<file path="src/rtl/irq_cap_pkg.sv">
package irq_cap_pkg;
   localparam int ADDR_W = 3;

   typedef enum logic [ADDR_W-1:0] {
      A_TRIG   = 3'd0,
      A_POL    = 3'd1,
      A_MASK   = 3'd2,
      A_GEN    = 3'd3,
      A_SWSET  = 3'd4,
      A_CLRNUM = 3'd5
   } reg_addr_e;
endpackage

</file>
<file path="src/rtl/irq_line_detect.sv">
module irq_line_detect #(
   parameter int SYNC_STAGES = 2
) (
   input  logic clk,
   input  logic rst_n,
   input  logic raw_in,
   input  logic lvl_mode,
   input  logic fall_sel,
   output logic set_ev,
   output logic drop_ev
);
   logic cur;
   logic prev;

   generate
      if (SYNC_STAGES == 0) begin : g_nosync
         assign cur = raw_in;
      end else begin : g_sync
         logic [SYNC_STAGES-1:0] chain;
         always_ff @(posedge clk or negedge rst_n) begin
            if (!rst_n) chain <= '0;
            else if (SYNC_STAGES == 1) chain <= raw_in;
            else chain <= {chain[SYNC_STAGES-2:0], raw_in};
         end
         assign cur = chain[SYNC_STAGES-1];
      end
   endgenerate

   always_ff @(posedge clk or negedge rst_n) begin
      if (!rst_n) prev <= 1'b0;
      else        prev <= cur;
   end

   always_comb begin
      if (lvl_mode)      set_ev = cur;
      else if (fall_sel) set_ev = prev & ~cur;
      else               set_ev = cur & ~prev;
      drop_ev = lvl_mode & prev & ~cur;
   end
endmodule

</file>
<file path="src/rtl/irq_cfg_regs.sv">
module irq_cfg_regs
   import irq_cap_pkg::*;
#(
   parameter int N_IN = 16
) (
   input  logic              clk,
   input  logic              rst_n,
   input  logic              wr_en,
   input  logic [ADDR_W-1:0] wr_addr,
   input  logic [N_IN-1:0]   wr_data,
   output logic [N_IN-1:0]   trig_lvl,
   output logic [N_IN-1:0]   pol_fall,
   output logic [N_IN-1:0]   mask,
   output logic              gen,
   output logic [N_IN-1:0]   sw_set,
   output logic [N_IN-1:0]   sw_clr
);
   localparam int ID_W = (N_IN > 1) ? $clog2(N_IN) : 1;

   always_ff @(posedge clk or negedge rst_n) begin
      if (!rst_n) begin
         trig_lvl <= '0;
         pol_fall <= '0;
         mask     <= '1;
         gen      <= 1'b0;
      end else if (wr_en) begin
         case (wr_addr)
            A_TRIG:  trig_lvl <= wr_data;
            A_POL:   pol_fall <= wr_data;
            A_MASK:  mask     <= wr_data;
            A_GEN:   gen      <= wr_data[0];
            default: ;
         endcase
      end
   end

   always_comb begin
      sw_set = '0;
      sw_clr = '0;
      if (wr_en && wr_addr == A_SWSET) sw_set = wr_data;
      for (int i = 0; i < N_IN; i++) begin
         if (wr_en && wr_addr == A_CLRNUM && int'(wr_data[ID_W-1:0]) == i)
            sw_clr[i] = 1'b1;
      end
   end
endmodule

</file>
<file path="src/rtl/irq_pend_reg.sv">
module irq_pend_reg #(
   parameter int N_IN = 16
) (
   input  logic            clk,
   input  logic            rst_n,
   input  logic [N_IN-1:0] set_vec,
   input  logic [N_IN-1:0] clr_vec,
   output logic [N_IN-1:0] pending
);
   always_ff @(posedge clk or negedge rst_n) begin
      if (!rst_n) pending <= '0;
      else        pending <= set_vec | (pending & ~clr_vec);
   end
endmodule

</file>
<file path="src/rtl/irq_capture.sv">
module irq_capture
   import irq_cap_pkg::*;
#(
   parameter int N_IN        = 16,
   parameter int SYNC_STAGES = 2
) (
   input  logic                    clk,
   input  logic                    rst_n,
   input  logic [N_IN-1:0]         irq_in,
   input  logic                    wr_en,
   input  logic [ADDR_W-1:0]       wr_addr,
   input  logic [N_IN-1:0]         wr_data,
   input  logic                    ack_valid,
   input  logic [$clog2(N_IN)-1:0] ack_id,
   output logic [N_IN-1:0]         pending_o,
   output logic [N_IN-1:0]         req_o
);
   localparam int ID_W = $clog2(N_IN);

   generate
      if (N_IN < 2) begin : g_bad_n
         $error("irq_capture: N_IN must be at least 2");
      end
      if (SYNC_STAGES < 0 || SYNC_STAGES > 4) begin : g_bad_sync
         $error("irq_capture: SYNC_STAGES must be in 0..4");
      end
   endgenerate

   logic [N_IN-1:0] trig_lvl, pol_fall, mask;
   logic            gen;
   logic [N_IN-1:0] sw_set, sw_clr;
   logic [N_IN-1:0] hw_set, hw_drop;
   logic [N_IN-1:0] ack_clr;
   logic [N_IN-1:0] set_all, clr_all;

   irq_cfg_regs #(.N_IN(N_IN)) u_cfg (
      .clk      (clk),
      .rst_n    (rst_n),
      .wr_en    (wr_en),
      .wr_addr  (wr_addr),
      .wr_data  (wr_data),
      .trig_lvl (trig_lvl),
      .pol_fall (pol_fall),
      .mask     (mask),
      .gen      (gen),
      .sw_set   (sw_set),
      .sw_clr   (sw_clr)
   );

   generate
      for (genvar g = 0; g < N_IN; g++) begin : g_line
         irq_line_detect #(.SYNC_STAGES(SYNC_STAGES)) u_det (
            .clk      (clk),
            .rst_n    (rst_n),
            .raw_in   (irq_in[g]),
            .lvl_mode (trig_lvl[g]),
            .fall_sel (pol_fall[g]),
            .set_ev   (hw_set[g]),
            .drop_ev  (hw_drop[g])
         );
         assign ack_clr[g] = ack_valid && (int'(ack_id) == g);
      end
   endgenerate

   assign set_all = hw_set | sw_set;
   assign clr_all = sw_clr | ack_clr | hw_drop;

   irq_pend_reg #(.N_IN(N_IN)) u_pend (
      .clk     (clk),
      .rst_n   (rst_n),
      .set_vec (set_all),
      .clr_vec (clr_all),
      .pending (pending_o)
   );

   assign req_o = gen ? (pending_o & ~mask) : '0;
endmodule

</file>
<file path="config.mk">
export PLATFORM = sky130hd
export DESIGN_NAME = irq_capture
export DESIGN_NICKNAME = d
export VERILOG_FILES = /design/src/rtl/irq_cap_pkg.sv /design/src/rtl/irq_line_detect.sv /design/src/rtl/irq_cfg_regs.sv /design/src/rtl/irq_pend_reg.sv /design/src/rtl/irq_capture.sv
export SDC_FILE = /design/constraint.sdc
export NUM_CORES = 1
export LEC_CHECK = 0
export ABC_AREA = 1
export BUFFER_PORTS_ARGS = -buffer_cell sky130_fd_sc_hd__buf_2
export CELL_PAD_IN_SITES_DETAIL_PLACEMENT = 1
export CELL_PAD_IN_SITES_GLOBAL_PLACEMENT = 1
export CORE_MARGIN = 2
export CORE_UTILIZATION = 42
export DETAILED_ROUTE_END_ITERATION = 10
export GPL_TIMING_DRIVEN = 0
export PLACE_DENSITY = 0.87
export SLEW_MARGIN = 20
export SYNTH_ARGS = -nofsm -noshare
export SYNTH_HDL_FRONTEND = slang
export SYNTH_HIERARCHICAL = 1
export SYNTH_SLANG_ARGS = --single-unit
</file>
<file path="constraint.sdc">
create_clock -name clk -period 1.3 [get_ports clk]
set_input_delay 0.065 -clock clk [delete_from_list [all_inputs] [get_ports clk]]
set_output_delay 0.065 -clock clk [all_outputs]
set_load 0.005 [all_outputs]
</file>
==> qor.csv <==
stage;metric;value;unit
run_status;status;complete, but fails checks;
run_status;failing checks;setup timing;
routing;DRT iter0 DRCs;348;
synthesis;Yosys warning total;6;
floorplan;die width;117;µm
synthesis;Avg Inst Size Synth;7.57;µm²
routing;DR vias;5234;
setup_path;worst-path fanout max;5;
floorplan;FP Rows;41;
timing;Setup Skew;0.00735;ns
setup_path;crit-path max cell delay;0.38;ns
setup_path;CP Cell Sequence;buf_6 > buf_6 > nand2_2 > nor2_1 > buf_2;
layout;final core utilization;57.0;%
setup_path;worst reg-to-reg setup slack;-0.02;ns
routing;vias per cell;5.10;
setup_path;data required time at the worst endpoint;1.24;ns
setup_path;Critical R2R Launch;g_line[0].u_det/g_sync.chain[1];
cts;CTS tree;done;
synthesis;Mapped Cells;715;
timing;min Tclk post-route;1.46;ns
power_and_ir_drop;Power Density;1680;mW/mm²
grt;largest net degree at the start of global routing;68;
routing;DRC viols;0;
routing;DRT antenna net count;0;
routing;Detailed Route WL;19800;µm
cts;clk_lat worst skew;0.42;ns
routing;WL/cell;19.3;µm
timing;Rel. slew slack;57.6;%
cts;Root Buffer;clkbuf_16;
layout;fin area;0.00719;mm²
synthesis;Post-synth EDFFs;0;
setup_path;Worst setup startpoint;u_cfg/gen;
layout;layout cells sized above 1;27.3;%
synthesis;register area share after synthesis;52.6;%
placed_design;GPL Wtd Cong;0.835;
setup_path;Crit-path slowest cell;dfrtp_1;
setup_path;Reg2Reg Depth;8;
grt;first-pass GRT wire length;29600;µm
floorplan;total die area;0.0138;mm²
layout;layout overhead on the synthesized area;32.9;%
layout;Nets;884;
cts;H-tree Lvls;4;
power_and_ir_drop;maximum VDD drop;925;µV
floorplan;Initial Utilization;42.9;%
floorplan;I/O pins;75;
placed_design;Port Buf Inserts;70;
synthesis;syn_nets;758;
routing;first drt pass iteration count;6;
flow_run;Max Cap Violations;0;
timing;final worst path period share;112;%
setup_path;Worst EP arrival;1.39;ns
power_and_ir_drop;Pleak;0.00395;µW
min_path;HP Class;in2reg;
timing;post-route setup slack;-0.159;ns
placed_design;DP Area;0.00601;mm²
placed_design;cell count after placement;958;
floorplan;core area;0.0126;mm²
setup_path;cell repeated most along the worst path;buf_6;
timing;Hold Violations, Final;0;
setup_path;Worst Setup Start Kind;flip-flop;
setup_path;crit path to;req_o[1];
timing;final setup fails;17;
floorplan;Die Y;117;µm
timing;slew at the pin closest to its max-slew limit;0.636;ns
setup_path;WS Path Type;reg2out;
layout;non-filler instance count after layout;1026;
placed_design;Placement Setup Slack;-0.170;ns
cts;cts bufs inserted;17;
synthesis;Primary FF master, synth;dfrtp_1;
grt;number of global-route vias before repair;5620;
placed_design;DP Wirelength;11200;µm
grt;Tot GR Track Use;28.3;%
cts;Reg clk slew, reported paths;0.05;ns
cts;Num Clock Sinks;113;
timing;RSZ-0062 raised after global routing;yes;
synthesis;number of synthesized register bits;113;
synthesis;Post-synth ARST share;100;%
layout;# diodes;0;
setup_path;critical path endpoint category;output port;
timing;max-slew violation count;0;
synthesis;Synth Cell Area;0.00541;mm²
synthesis;count of cell types in the netlist;21;
power_and_ir_drop;Power Total;12100;µW
setup_path;worst reg2reg endpoint;u_pend/pending[0];
timing;max frequency;686;MHz
grt;gr ovfl total;0;
cts;Max Buffers Root-to-Sink;2;
grt;initial antenna violation count;0;
report_power, final:
group / switching [µW] / leakage, µW / internal (µW)
Clock: 1660 / 0.000337 / 3880
Combinational: 1280 / 0.00232 / 852
Sequential: 392 / 0.00129 / 4040
Total: 3340 / 0.00395 / 8770
cells in the mapped netlist (3+ instances only):
master    instances  area (µm²)
dfstp_2          16         420
buf_4             4        30.0
nand3_1          77         385
nand2_1         229         860
buf_2             9        45.0
clkbuf_1          3        11.3
nand3_2           3        30.0
inv_1           107         402
nor2_1           85         319
inv_2            36         135
nand2_2           3        18.8
or2_2            16         100
nor2_4            5        56.3
dfrtp_1          97        2430
o21ai_1          16        80.1
final cells by class:
| type | instances | area [µm²] |
|---|---|---|
| buffer | 19 | 129 |
| tap | 172 | 215 |
| clock buffer | 21 | 460 |
| multi-input combinational | 440 | 2010 |
| fill | 1580 | 5430 |
| clock inverter | 11 | 233 |
| sequential | 113 | 2850 |
| inverter | 143 | 537 |
| timing repair buffer | 107 | 757 |
per-layer routing:
metal / vias up / GRT usage [%] / routed length (µm)
met5: - / 0 / 0
met4: 0 / 13.4 / 751
met3: 68 / 6.78 / 1190
met2: 193 / 49.5 / 10000
met1: 2606 / 32.7 / 7820
li1: 2367 / - / -
worst min-delay path by stage:
stage	start	end	slack (ns)	depth (start not counted)
floorplan	rst_n	g_line[0].u_det/g_sync.chain[0]	-0.23	0
finish	wr_data[2]	u_cfg/mask[2]	0.03	3
detailed placement	rst_n	g_line[4].u_det/g_sync.chain[0]	0.03	1
global placement	irq_in[12]	g_line[12].u_det/g_sync.chain[0]	0.17	1
global route	wr_data[0]	u_cfg/mask[0]	0.05	3
CTS	wr_data[2]	u_cfg/mask[2]	0.02	3
what timing repair did:
action,in CTS,in global routing
setup endpoints to repair,16,20
hold endpoints to repair,101,0
cloned,0,1
resized for setup,5,37
hold buffers,30,0
setup buffers,4,1
pin swaps,0,10
cell families (layout without fill, tap and decap cells):
| group | Yosys count | in the layout | share of synthesized area [%] |
|---|---|---|---|
| compound gates | 18 | 18 | 1.76 |
| buf+inv | 162 | 301 | 12.0 |
| flops | 113 | 113 | 52.6 |
| simple gates | 422 | 422 | 33.6 |
flip-flops by register name, indices dropped and copies added, names as in the netlist:
signal,cells
g_line.u_det/g_sync.chain,32
g_line.u_det/prev,16
u_cfg/gen,1
u_cfg/mask,16
u_cfg/pol_fall,16
u_cfg/trig_lvl,16
u_pend/pending,16
through the flow:
| stage | hold WS (ns) | TNS (ns) |
|---|---|---|
| floorplan | -0.231 | 0 |
| global placement | 0.173 | -124.41 |
| detailed placement | 0.0336 | -1.45 |
| CTS | 0.0178 | -1.26 |
| global route | 0.0473 | -2.88 |
| finish | 0.0327 | -2.00 |
cells in the final DEF (no fill, tap or decap), types with 6 or more instances in the layout:
cell	instances
nand2_2	14
o21ai_1	16
buf_2	77
inv_2	40
dfstp_2	16
dfrtp_1	97
nor2_4	7
clkbuf_16	18
bufinv_16	7
inv_1	103
buf_4	6
nor2_2	6
nor2_1	78
dlygate4sd3_1	30
or2_2	15
buf_6	6
nand3_1	76
nand2_4	7
nand2_1	213
critical path, delay by kind of cell (launching register included):
| kind | cells | cell delay [ns] |
|---|---|---|
| simple gates | 2 | 0.15 |
| flops | 1 | 0.38 |
| buf+inv | 3 | 0.45 |
Power figures use the tool's default switching activity.
